[src/rtl/spb_pkg.sv]
// Package: shared types for the sequential stream prefetch buffer.
// Assumes nothing beyond IEEE 1800-2017 enums.
package spb_pkg;

    // Miss handling state of the top-level controller.
    typedef enum logic {
        ST_IDLE = 1'b0,   // ready for a new miss
        ST_WAIT = 1'b1    // head matched but its fill is outstanding
    } spb_state_t;

endpackage

[src/rtl/spb_slot_array.sv]
// Module: spb_slot_array
// Holds DEPTH line slots. Each slot has a line tag, a valid bit, a pending bit
// and line data. Slots are allocated pending, completed by fills and released by
// pops, and a single clear empties them all.
// Assumes: only a valid, pending slot is allocated never; the caller never
// allocates and pops the same slot in one cycle.
module spb_slot_array #(
    parameter int ADDR_W = 12,
    parameter int DATA_W = 16,
    parameter int DEPTH  = 8,
    parameter int IDX_W  = 3
) (
    input  logic              clk,
    input  logic              rst_n,
    input  logic              clr_all,
    input  logic              alloc_en,
    input  logic [IDX_W-1:0]  alloc_idx,
    input  logic [ADDR_W-1:0] alloc_addr,
    input  logic              pop_en,
    input  logic              fill_en,
    input  logic [IDX_W-1:0]  fill_idx,
    input  logic [DATA_W-1:0] fill_data,
    input  logic [IDX_W-1:0]  rd_idx,
    output logic              rd_valid,
    output logic              rd_pend,
    output logic [ADDR_W-1:0] rd_addr,
    output logic [DATA_W-1:0] rd_data
);

    logic [DEPTH-1:0]  valid_q;
    logic [DEPTH-1:0]  pend_q;
    logic [ADDR_W-1:0] tag_q  [DEPTH];
    logic [DATA_W-1:0] data_q [DEPTH];

    for (genvar i = 0; i < DEPTH; i++) begin : g_slot
        logic hit_alloc, hit_pop, hit_fill;
        assign hit_alloc = alloc_en && (alloc_idx == IDX_W'(i));
        assign hit_pop   = pop_en   && (rd_idx    == IDX_W'(i));
        assign hit_fill  = fill_en  && (fill_idx  == IDX_W'(i)) && valid_q[i] && pend_q[i];

        // Slot status: allocate, complete, release or clear.
        always_ff @(posedge clk) begin
            if (!rst_n || clr_all) begin
                valid_q[i] <= 1'b0;
                pend_q[i]  <= 1'b0;
            end else begin
                if (hit_alloc) begin
                    valid_q[i] <= 1'b1;
                    pend_q[i]  <= 1'b1;
                end else if (hit_pop) begin
                    valid_q[i] <= 1'b0;
                end
                if (hit_fill) begin
                    pend_q[i] <= 1'b0;
                end
            end
        end

        // Slot payload: line tag on allocation, line data on a live fill.
        always_ff @(posedge clk) begin
            if (hit_alloc) begin
                tag_q[i] <= alloc_addr;
            end
            if (hit_fill) begin
                data_q[i] <= fill_data;
            end
        end

        // A completed slot keeps its data until it is released (stale fills cannot touch it).
        assert_data_frozen_R8: assert property (@(posedge clk) disable iff (!rst_n)
            (valid_q[i] && !pend_q[i]) |=> (!valid_q[i] || $stable(data_q[i])));
    end

    // Read port for the head slot.
    assign rd_valid = valid_q[rd_idx];
    assign rd_pend  = pend_q[rd_idx];
    assign rd_addr  = tag_q[rd_idx];
    assign rd_data  = data_q[rd_idx];

endmodule

[src/rtl/spb_fetch_ctrl.sv]
// Module: spb_fetch_ctrl
// Owns the queue pointers, the occupancy count, the next line address and the
// stream number. It issues one sequential fetch per cycle while a slot is free.
// Assumes: DEPTH >= 2; restart and pop are never asserted in the same cycle.
module spb_fetch_ctrl #(
    parameter int ADDR_W = 12,
    parameter int DEPTH  = 8,
    parameter int SID_W  = 3,
    parameter int IDX_W  = 3
) (
    input  logic                   clk,
    input  logic                   rst_n,
    input  logic                   restart,
    input  logic [ADDR_W-1:0]      restart_addr,
    input  logic                   pop,
    input  logic                   mem_req_ready,
    output logic                   mem_req_valid,
    output logic [ADDR_W-1:0]      mem_req_addr,
    output logic [SID_W+IDX_W-1:0] mem_req_tag,
    output logic                   alloc_en,
    output logic [IDX_W-1:0]       alloc_idx,
    output logic [ADDR_W-1:0]      alloc_addr,
    output logic [IDX_W-1:0]       head_idx,
    output logic [SID_W-1:0]       cur_sid
);

    localparam int CNT_W = $clog2(DEPTH + 1);

    logic              active_q;
    logic [IDX_W-1:0]  head_q, tail_q;
    logic [CNT_W-1:0]  count_q;
    logic [ADDR_W-1:0] next_q;
    logic [SID_W-1:0]  sid_q;

    // Advance a slot pointer with wrap at DEPTH.
    function automatic logic [IDX_W-1:0] step(input logic [IDX_W-1:0] p);
        return (p == IDX_W'(DEPTH - 1)) ? '0 : p + IDX_W'(1);
    endfunction

    // Request port and allocation handshake.
    always_comb begin
        mem_req_valid = active_q && (count_q < CNT_W'(DEPTH));
        mem_req_addr  = next_q;
        mem_req_tag   = {sid_q, tail_q};
        alloc_en      = mem_req_valid && mem_req_ready;
        alloc_idx     = tail_q;
        alloc_addr    = next_q;
        head_idx      = head_q;
        cur_sid       = sid_q;
    end

    // Pointer, count, address and stream bookkeeping.
    always_ff @(posedge clk) begin
        if (!rst_n) begin
            active_q <= 1'b0;
            head_q   <= '0;
            tail_q   <= '0;
            count_q  <= '0;
            next_q   <= '0;
            sid_q    <= '0;
        end else if (restart) begin
            active_q <= 1'b1;
            head_q   <= '0;
            tail_q   <= '0;
            count_q  <= '0;
            next_q   <= restart_addr + ADDR_W'(1);
            sid_q    <= sid_q + SID_W'(1);
        end else begin
            if (alloc_en) begin
                tail_q <= step(tail_q);
                next_q <= next_q + ADDR_W'(1);
            end
            if (pop) begin
                head_q <= step(head_q);
            end
            unique case ({alloc_en, pop})
                2'b10:   count_q <= count_q + CNT_W'(1);
                2'b01:   count_q <= count_q - CNT_W'(1);
                default: count_q <= count_q;
            endcase
        end
    end

    // Occupancy never exceeds the queue depth.
    assert_depth_cap_R3: assert property (@(posedge clk) disable iff (!rst_n)
        count_q <= CNT_W'(DEPTH));

    // An accepted request is followed by the next line address (wrapping).
    assert_seq_step_R2: assert property (@(posedge clk) disable iff (!rst_n)
        (alloc_en && !restart) |=> (mem_req_addr == ADDR_W'($past(mem_req_addr) + ADDR_W'(1))));

    // A stalled request holds address and tag.
    assert_req_hold_R10: assert property (@(posedge clk) disable iff (!rst_n)
        (mem_req_valid && !mem_req_ready && !restart)
        |=> (mem_req_valid && $stable(mem_req_addr) && $stable(mem_req_tag)));

endmodule

[src/rtl/stream_prefetch_buffer.sv]
// Module: stream_prefetch_buffer (top)
// A sequential stream prefetch buffer. A miss is compared against the head
// entry only: a ready head is returned and popped; a pending head stalls the
// miss port until its fill; any mismatch flushes and restarts at miss+1.
// Assumes: DEPTH >= 2; fewer than 2**SID_W flushes occur while a fill is in flight.
module stream_prefetch_buffer
    import spb_pkg::*;
#(
    parameter int ADDR_W = 12,
    parameter int DATA_W = 16,
    parameter int DEPTH  = 8,
    parameter int SID_W  = 3,
    localparam int IDX_W = $clog2(DEPTH),
    localparam int TAG_W = SID_W + IDX_W
) (
    input  logic              clk,
    input  logic              rst_n,
    input  logic              miss_valid,
    output logic              miss_ready,
    input  logic [ADDR_W-1:0] miss_addr,
    output logic              resp_valid,
    output logic              resp_hit,
    output logic [ADDR_W-1:0] resp_addr,
    output logic [DATA_W-1:0] resp_data,
    output logic              mem_req_valid,
    input  logic              mem_req_ready,
    output logic [ADDR_W-1:0] mem_req_addr,
    output logic [TAG_W-1:0]  mem_req_tag,
    input  logic              mem_rsp_valid,
    input  logic [TAG_W-1:0]  mem_rsp_tag,
    input  logic [DATA_W-1:0] mem_rsp_data
);

    spb_state_t        state_q;
    logic              accept, head_match, restart, pop, go_wait;
    logic              head_ready_now, fill_live;
    logic [DATA_W-1:0] head_data_now;
    logic [IDX_W-1:0]  fill_idx, head_idx, alloc_idx;
    logic [SID_W-1:0]  fill_sid, cur_sid;
    logic [ADDR_W-1:0] alloc_addr, rd_addr;
    logic [DATA_W-1:0] rd_data;
    logic              alloc_en, rd_valid, rd_pend;

    spb_fetch_ctrl #(
        .ADDR_W(ADDR_W), .DEPTH(DEPTH), .SID_W(SID_W), .IDX_W(IDX_W)
    ) i_fetch (
        .clk(clk), .rst_n(rst_n),
        .restart(restart), .restart_addr(miss_addr), .pop(pop),
        .mem_req_ready(mem_req_ready), .mem_req_valid(mem_req_valid),
        .mem_req_addr(mem_req_addr), .mem_req_tag(mem_req_tag),
        .alloc_en(alloc_en), .alloc_idx(alloc_idx), .alloc_addr(alloc_addr),
        .head_idx(head_idx), .cur_sid(cur_sid)
    );

    spb_slot_array #(
        .ADDR_W(ADDR_W), .DATA_W(DATA_W), .DEPTH(DEPTH), .IDX_W(IDX_W)
    ) i_slots (
        .clk(clk), .rst_n(rst_n), .clr_all(restart),
        .alloc_en(alloc_en), .alloc_idx(alloc_idx), .alloc_addr(alloc_addr),
        .pop_en(pop),
        .fill_en(fill_live), .fill_idx(fill_idx), .fill_data(mem_rsp_data),
        .rd_idx(head_idx), .rd_valid(rd_valid), .rd_pend(rd_pend),
        .rd_addr(rd_addr), .rd_data(rd_data)
    );

    // Fill filtering, head comparison and the serve/stall/flush decision.
    always_comb begin
        fill_idx       = mem_rsp_tag[IDX_W-1:0];
        fill_sid       = mem_rsp_tag[TAG_W-1:IDX_W];
        fill_live      = mem_rsp_valid && (fill_sid == cur_sid);
        miss_ready     = (state_q == ST_IDLE);
        accept         = miss_valid && miss_ready;
        head_match     = rd_valid && (rd_addr == miss_addr);
        head_ready_now = !rd_pend || (fill_live && (fill_idx == head_idx));
        head_data_now  = rd_pend ? mem_rsp_data : rd_data;
        pop            = rd_valid && head_ready_now
                         && ((accept && head_match) || (state_q == ST_WAIT));
        go_wait        = accept && head_match && !head_ready_now;
        restart        = accept && !head_match;
    end

    // Miss-port state: enter wait on a pending head, leave when it is served.
    always_ff @(posedge clk) begin
        if (!rst_n) begin
            state_q <= ST_IDLE;
        end else if (go_wait) begin
            state_q <= ST_WAIT;
        end else if (pop) begin
            state_q <= ST_IDLE;
        end
    end

    // Registered answer to the cache, one cycle after serve or flush.
    always_ff @(posedge clk) begin
        if (!rst_n) begin
            resp_valid <= 1'b0;
            resp_hit   <= 1'b0;
            resp_addr  <= '0;
            resp_data  <= '0;
        end else begin
            resp_valid <= pop || restart;
            resp_hit   <= pop;
            resp_addr  <= pop ? rd_addr : miss_addr;
            resp_data  <= pop ? head_data_now : '0;
        end
    end

    // An accepted miss is answered or stalled in the next cycle.
    assert_resp_or_stall_R4: assert property (@(posedge clk) disable iff (!rst_n)
        (miss_valid && miss_ready) |=> (resp_valid || !miss_ready));

    // While stalled, no answer is presented.
    assert_stall_silent_R7: assert property (@(posedge clk) disable iff (!rst_n)
        !miss_ready |-> !resp_valid);

    // Leaving a stall always delivers a hit.
    assert_stall_ends_hit_R7: assert property (@(posedge clk) disable iff (!rst_n)
        $rose(miss_ready) |-> (resp_valid && resp_hit));

endmodule

[config.mk]
export PLATFORM = sky130hd
export DESIGN_NAME = stream_prefetch_buffer
export DESIGN_NICKNAME = d
export VERILOG_FILES = /design/src/rtl/spb_pkg.sv /design/src/rtl/spb_slot_array.sv /design/src/rtl/spb_fetch_ctrl.sv /design/src/rtl/stream_prefetch_buffer.sv
export SDC_FILE = /design/constraint.sdc
export NUM_CORES = 1
export LEC_CHECK = 0
export ABC_AREA = 1
export CELL_PAD_IN_SITES_DETAIL_PLACEMENT = 2
export CELL_PAD_IN_SITES_GLOBAL_PLACEMENT = 2
export CORE_ASPECT_RATIO = 1.4
export CORE_MARGIN = 2
export CORE_UTILIZATION = 41
export DETAILED_ROUTE_END_ITERATION = 12
export GPL_TIMING_DRIVEN = 0
export HOLD_SLACK_MARGIN = 0.05
export PLACE_DENSITY_LB_ADDON = 0.15
export SYNTH_ARGS = -nofsm -noshare
export SYNTH_HDL_FRONTEND = slang
export SYNTH_SLANG_ARGS = --single-unit
[constraint.sdc]
create_clock -name clk -period 8.62 [get_ports clk]
set_input_delay 0.862 -clock clk [delete_from_list [all_inputs] [get_ports clk]]
set_output_delay 0.862 -clock clk [all_outputs]
set_load 0.01 [all_outputs]
Word-level counts from Yosys, hierarchy flattened:

Memory sizes are Yosys's and may differ from the RTL's. A register that Yosys moved wholly into a read port is not among the register bits.
Index checks and enable logic that the tools add are counted.

* register bits: 73
* memory bits (writable): 224
* input port bits: 39
* output and inout bits: 50
* word-level logic and storage cells: 270
* memories kept: 2

Memories
* i_slots.data_q: words 8, bits a word 16, rd ports 1, clocked after memory_dff 1, wr ports 1, RTL line spb_slot_array.sv:33 `logic [DATA_W-1:0] data_q [DEPTH];`
* i_slots.tag_q: words 8, bits a word 12, rd ports 1, clocked after memory_dff 1, wr ports 1, RTL line spb_slot_array.sv:32 `logic [ADDR_W-1:0] tag_q [DEPTH];`

* $add $sub $neg: 7
* $lt $le $gt $ge: 2
* equality and inequality tests: 26
* multiplexer cells: 107
* bitwise gates (word level): 2
* reduce and logical (&&, ||, !) cells: 97

Operators with widths (number)
* 16-bit 2-to-1 mux: 8
* 12-bit 2-to-1 mux: 10
* 16-bit OR reduction: 7
* 12-bit OR reduction: 7
* 1-bit 2-to-1 mux: 66
* 3-bit 2-to-1 mux: 20
* 1-bit logical AND: 51
* 3-bit equality test, second input constant: 12
* 12-bit by 1-bit adder with 12-bit output, second input constant: 2
* 2-bit nonzero test: 11
* 3-bit by 2-bit equality test with 1-bit output, second input constant: 6
* 2-bit OR reduction: 9
* 12-bit equality test: 1
* 3-bit by 1-bit adder with 3-bit output, second input constant: 3
* 3-bit by 1-bit equality test with 1-bit output, second input constant: 3
* 3-bit logical NOT: 3
* 4-bit one-hot mux with 2 select lines: 1
* 1-bit binary-select mux with 3-bit select: 2
* 3-bit equality test: 2
* 4-bit by 1-bit adder with 4-bit output, second input constant: 1
* 1-bit logical NOT: 4
* 1-bit logical OR: 4
* 3-bit by 4-bit < comparator with 1-bit output, second input constant: 1
* 4-bit < comparator, second input constant: 1
* 5 further kinds: 6

Logic depth before layout (Yosys ltp):

* depth in word-level cells: 15
* mapped depth: 26
* mapped depth without buffers: 24

Cells and area by module:

Synthesis repeated with hierarchy kept, for this count alone.

* cells, all modules: 1520
* area, all modules: 13643.1 um^2

By module, submodules not included
* spb_slot_array: instances 1, cells an instance 1016, area each 10118.5 um^2, seq. area each 7046.8 um^2
* spb_fetch_ctrl: instances 1, cells an instance 256, area each 1800.5 um^2, seq. area each 520.5 um^2
* stream_prefetch_buffer: instances 1, cells an instance 248, area each 1724.2 um^2, seq. area each 620.6 um^2

Worst setup path after synthesis:

Ideal clock, no wire load.

* path kind: in2reg
* from: in mem_rsp_tag[3]
* to: reg i_fetch.count_q[2]
* data arrival time: 2.982 ns
* required time: 8.534 ns
* path slack: 5.552 ns
* cell stages on the path: 16
* buffers on the path: 1
* path through: xnor2_1 > nand4_1 > nor3_1 > a21oi_1 > nor2_1 > nand2_2 > inv_2 > buf_2 > ha_1 > nand2_1 > inv_1 > nor2_1 > ha_1 > a21oi_1 > xnor2_1 > a211oi_1

* longest elaborated chain between the ends: 8
* elaborated cells on any way between the ends: 10
* classes of those cells: eq/ne: 3; mux: 1; reduce/logical: 6

Ends and longest elaborated chain
* start: declaration: RTL line stream_prefetch_buffer.sv:30 `input logic [TAG_W-1:0] mem_rsp_tag,`
* 3-bit equality test (*): RTL line stream_prefetch_buffer.sv:70 `fill_live = mem_rsp_valid && (fill_sid == cur_sid);`
* 1-bit logical AND (*): RTL line stream_prefetch_buffer.sv:70
* 1-bit logical AND (*): RTL line stream_prefetch_buffer.sv:74 `head_ready_now = !rd_pend || (fill_live && (fill_idx == head_idx));`
* 1-bit logical OR (*): RTL line stream_prefetch_buffer.sv:74
* 1-bit logical AND (*): RTL line stream_prefetch_buffer.sv:76 `pop = rd_valid && head_ready_now`
* 1-bit logical AND (*): RTL line stream_prefetch_buffer.sv:77 `&& ((accept && head_match) || (state_q == ST_WAIT));`
* net i_fetch.pop: RTL line spb_fetch_ctrl.sv:15 `input logic pop,`
* 2-bit by 1-bit equality test with 1-bit output or 2-bit equality test (tied branches): RTL line spb_fetch_ctrl.sv:76 `unique case ({alloc_en, pop})`
* 4-bit one-hot mux with 2 select lines or 2-bit nonzero test (tied branches)
* end signal: assignment: RTL line spb_fetch_ctrl.sv:77 `2'b10: count_q <= count_q + CNT_W'(1);`
* end signal: assignment: RTL line spb_fetch_ctrl.sv:78 `2'b01: count_q <= count_q - CNT_W'(1);`
* end signal: assignment: RTL line spb_fetch_ctrl.sv:79 `default: count_q <= count_q;`
* end: declaration: RTL line spb_fetch_ctrl.sv:31 `logic [CNT_W-1:0] count_q;`

The timed path passes the listed nets; every way through them passes the cells marked *.
A chain may end at the register's enable or synchronous reset.

Worst setup path in the final report:

* from: reg i_fetch.head_q[0] (netlist: i_fetch.head_idx[0])
* to: reg i_fetch.count_q[3]

* longest elaborated chain between the ends: 8
* elaborated cells on any way between the ends: 20
* classes of those cells: eq/ne: 3; mux: 5; reduce/logical: 12

Ends and longest elaborated chain
* start: declaration: RTL line spb_fetch_ctrl.sv:30 `logic [IDX_W-1:0] head_q, tail_q;`
* start signal: assignment: RTL line spb_fetch_ctrl.sv:74 `head_q <= step(head_q);`
* 1-bit binary-select mux with 3-bit select, on equally long branches: RTL line spb_slot_array.sv:76, spb_slot_array.sv:75
* 1-bit 2-to-1 mux, on equally long branches: RTL line spb_slot_array.sv:76, spb_slot_array.sv:75
* 1-bit logical NOT or 1-bit logical AND (tied branches): RTL line stream_prefetch_buffer.sv:74, stream_prefetch_buffer.sv:73
* 1-bit logical OR or 1-bit logical AND (tied branches): RTL line stream_prefetch_buffer.sv:74, stream_prefetch_buffer.sv:77
* 1-bit logical AND or 1-bit logical OR (tied branches): RTL line stream_prefetch_buffer.sv:76, stream_prefetch_buffer.sv:77
* 1-bit logical AND (*): RTL line stream_prefetch_buffer.sv:77
* net i_fetch.pop: RTL line spb_fetch_ctrl.sv:15
* 2-bit by 1-bit equality test with 1-bit output or 2-bit equality test (tied branches): RTL line spb_fetch_ctrl.sv:76
* 4-bit one-hot mux with 2 select lines or 2-bit nonzero test (tied branches)

The timed path passes the listed nets; every way through them passes the cells marked *. The select of a mux whose other input is x is not followed.

==> impl_metrics.csv <==
group,metric,value,unit
layout,drive_above_1_share,0.0994,
sta,fmax,239,MHz
clock_tree,clkTransAtPathRegs,70,ps
power_and_ir_drop,total_power,3.10,mW
layout,layout_commonest_cell,"nand2_1",
logic_synthesis,ys_ff_latch,300,
routing,detail-route-antenna-nets,0,
logic_synthesis,synth-main-ff-cell,"edfxtp_1",
critical_path,worstSetupStartpointType,"flip-flop",
sta,worst_slew_pin_slew,918,ps
power_and_ir_drop,p_leak,6.21,nW
global_routing,grt_max_degree,17,
layout,final_cell_mix,"nand2_1 (284), edfxtp_1 (224), inv_1 (141), nor2_1 (114), o21ai_0 (111)",
sta,final.setup_skew,14.2,ps
floorplanning,initial_core_util,0.414,
critical_path,endpoint,"i_fetch.count_q[3]",
sta,maxSlewHeadroom,0.385,
logic_synthesis,yosys.area_share.adder,0.0163,
floorplanning,io_pins,89,
sta,period_minus_slack,4190,ps
critical_path,r2r-end,"i_fetch.count_q[3]",
outcome,status,"finished clean",
critical_path,critPathArrivalTime,4640,ps
routing,first_pass_iters,5,
power_and_ir_drop,ir_drop,0.000151,V
clock_tree,cts_tree,"yes",
routing,via_per_inst,5.60,
floorplanning,core_area,31500,um^2
logic_synthesis,synth_xor_area_frac,0.00872,
logic_synthesis,synth-compound-area-share,0.0984,
sta,hold_viol,0,
routing,drt-initial-drc-count,421,
logic_synthesis,synth.distinct_cells,41,
clock_tree,cts_setup_buffers,0,
critical_path,critPathCaptureType,"flip-flop",
layout,num-fill-cells,3274,
clock_tree,cts-htree-levels,1,
floorplanning,die_w,155,um
global_routing,grt_pass1_wl,72400,um
logic_synthesis,synth-edff-count,224,
logic_synthesis,synth_area_per_cell,9.96,um^2
clock_tree,cts_buffers,31,
layout,fin_nets,1511,
clock_tree,ctsResizeCount,0,
critical_path,worst-path-max-fanout,11,
critical_path,worstSetupStartpoint,"i_fetch.head_idx[0]",
placed_design,port_buffers,88,
floorplanning,die_area,33300,um^2
floorplanning,fp.dieH,215,um
critical_path,ff2ff_setup_slack,4430,ps
sta,rsz0062_at_grt,"no",
global_routing,use_met2,0.558,
clock_tree,clk_latency,590,ps
sta,finalCritPeriodShare,0.486,
logic_synthesis,synthMuxAreaShare,0,
layout,syn2layout_area_growth,20.8,%
critical_path,rr_startpoint,"i_fetch.head_idx[0]",
logic_synthesis,synth_area,13100,um^2
routing,drcViolationCount,0,
clock_tree,root_buffer,"clkbuf_16",
layout,insertedDiodeCount,0,
global_routing,antenna_found_initial,0,
min_path,hold_class,"flip-flop to flip-flop",
global_routing,grt_pass1_vias,12004,
logic_synthesis,ys_seq_area_frac,0.632,
routing,routedWlPerCell,25.8,um
global_routing,gr-total-overflow,0,
logic_synthesis,postSynthCellCount,1311,
clock_tree,ctsHoldBuffers,0,
sta,fin_tns_setup,0,ps
flow_run,maxCapViolations,0,
logic_synthesis,yosys.area_share.simple,0.176,
logic_synthesis,synth_top_family_by_area,"simple AND/OR/NAND/NOR gates",
routing,vias,10498,
routing,finalWirelength,48300,um
clock_tree,clock_path_buffers,3,
global_routing,track_usage,0.292,
clock_tree,cts_sinks,300,
critical_path,cp.required,9070,ps
sta,slew_violations,0,
logic_synthesis,yosys_warnings,0,
critical_path,crit_type,"flip-flop to flip-flop",
placed_design,dpl.hpwl,34400,um
sta,setup_violations,0,
power_and_ir_drop,powerDensity,196,nW/um^2
floorplanning,rows,77,
global_routing,busiest_layer,"met2",
logic_synthesis,syn_nets,1367,
global_routing,grtUsageMet1,0.309,
logic_synthesis,async_flop_share,0,
critical_path,r2r_cells,19,
placed_design,gp_congestion,0.814,
global_routing,grtUsageMet3,0.0359,
-- layout make-up --
type,count,area [um^2],area share
multi-input combinational,799,3970,0.252
buffer,63,338,0.0214
timing repair buffer,111,1140,0.0721
tap,395,494,0.0313
inverter,149,564,0.0358
clock buffer,37,838,0.0532
clock inverter,20,173,0.0110
sequential,300,8250,0.523
-- sequential cells by signal (all words and copies together) (netlist names), named ones only --
register / flops
i_fetch.alloc_addr: 12
resp_data: 16
i_fetch.cur_sid: 3
i_slots.pend_q: 8
i_slots.tag_q: 96
i_fetch.head_idx: 3
i_fetch.count_q: 4
resp_hit: 1
i_slots.data_q: 128
i_fetch.alloc_idx: 3
i_slots.valid_q: 8
resp_addr: 12
i_fetch.active_q: 1
state_q: 1
resp_valid: 1
-- layer usage --
metal  up-vias  wire, um
li1       4705         -
met1      5391     17800
met2       288     26100
met3       114      1770
met4         0      2690
met5         -         0
-- critical path: stages, from the launching register on --
cell and delay, ps:
dfxtp_1 340, buf_2 210, inv_2 80, buf_4 180
o21ai_0 120, o221ai_2 500, o21ai_2 300, a21oi_1 420
nor2_1 130, nand2_2 210, inv_2 80, buf_2 230
ha_1 270, nand2_1 80, inv_1 60, nor4_1 340
a21oi_1 110, o21ai_0 120, xor2_1 190, nor2_1 70
-- logic make-up after synthesis --
family                   after synthesis
adder cells (fa/ha/maj)               17
XOR/XNOR                              13
flip-flops                           300
buffers and inverters                212
AO/OA/AOI/OAI                        229
AND/OR/NAND/NOR                      540
-- cell usage after synthesis (2+ instances only) --
cell / instances / area share
a211oi_1: 8 / 0.0046
a21oi_1: 46 / 0.018
a31oi_1: 2 / 0.00096
buf_1: 2 / 0.00058
buf_2: 12 / 0.0046
buf_4: 7 / 0.0040
buf_6: 8 / 0.0069
clkbuf_1: 34 / 0.0098
dfxtp_1: 76 / 0.12
edfxtp_1: 224 / 0.52
ha_1: 17 / 0.016
inv_1: 141 / 0.041
inv_2: 6 / 0.0017
nand2_1: 284 / 0.082
nand2_2: 9 / 0.0043
nand3_1: 93 / 0.036
nand3b_1: 6 / 0.0035
nand4_1: 3 / 0.0014
nor2_1: 115 / 0.033
nor2_2: 5 / 0.0024
nor2_4: 3 / 0.0026
nor3_1: 15 / 0.0058
o211ai_1: 16 / 0.0092
o21ai_0: 111 / 0.043
o21ai_1: 6 / 0.0023
o21ai_2: 2 / 0.0013
o21bai_1: 3 / 0.0017
o22ai_1: 32 / 0.015
or2_0: 2 / 0.00096
xnor2_1: 7 / 0.0047
xor2_1: 6 / 0.0040
-- power breakdown --
part | switching (mW) | internal, mW | leakage, nW
registers | 0.0275 | 1.57 | 2.64
clock network | 0.598 | 0.755 | 0.502
logic | 0.0881 | 0.0582 | 3.07
total | 0.714 | 2.38 | 6.21
-- metrics by stage --
| stage | instance area (um^2) | std cells | setup WS (ps) | hold slack, ps | utilization |
|---|---|---|---|---|---|
| 3_3_place_gp | 14400 | 1794 | 3690 | 472 | 0.458 |
| 3_5_place_dp | 14800 | 1817 | 3950 | 486 | 0.468 |
| 2_1_floorplan | 13100 | 1311 | 5550 | 436 | - |
| 6_report | 15800 | 1874 | 4430 | 493 | 0.500 |
| 4_1_cts | 15800 | 1874 | 4440 | 495 | 0.500 |
| 5_1_grt | 15800 | 1874 | 4190 | 525 | 0.500 |
-- how the worst min path moves through the flow --
stage / start / endpoint / slack (ps) / depth (start not counted)
floorplan: i_fetch.active_q / i_fetch.active_q / 440 / 2
global placement: i_fetch.count_q[0] / i_fetch.count_q[0] / 470 / 2
detailed placement: i_fetch.count_q[0] / i_fetch.count_q[0] / 490 / 2
CTS: i_fetch.count_q[0] / i_fetch.count_q[0] / 490 / 2
global route: i_fetch.count_q[0] / i_fetch.count_q[0] / 530 / 2
finish: i_fetch.count_q[0] / i_fetch.count_q[0] / 490 / 2
No activity file was read; power rests on OpenSTA's default activity.
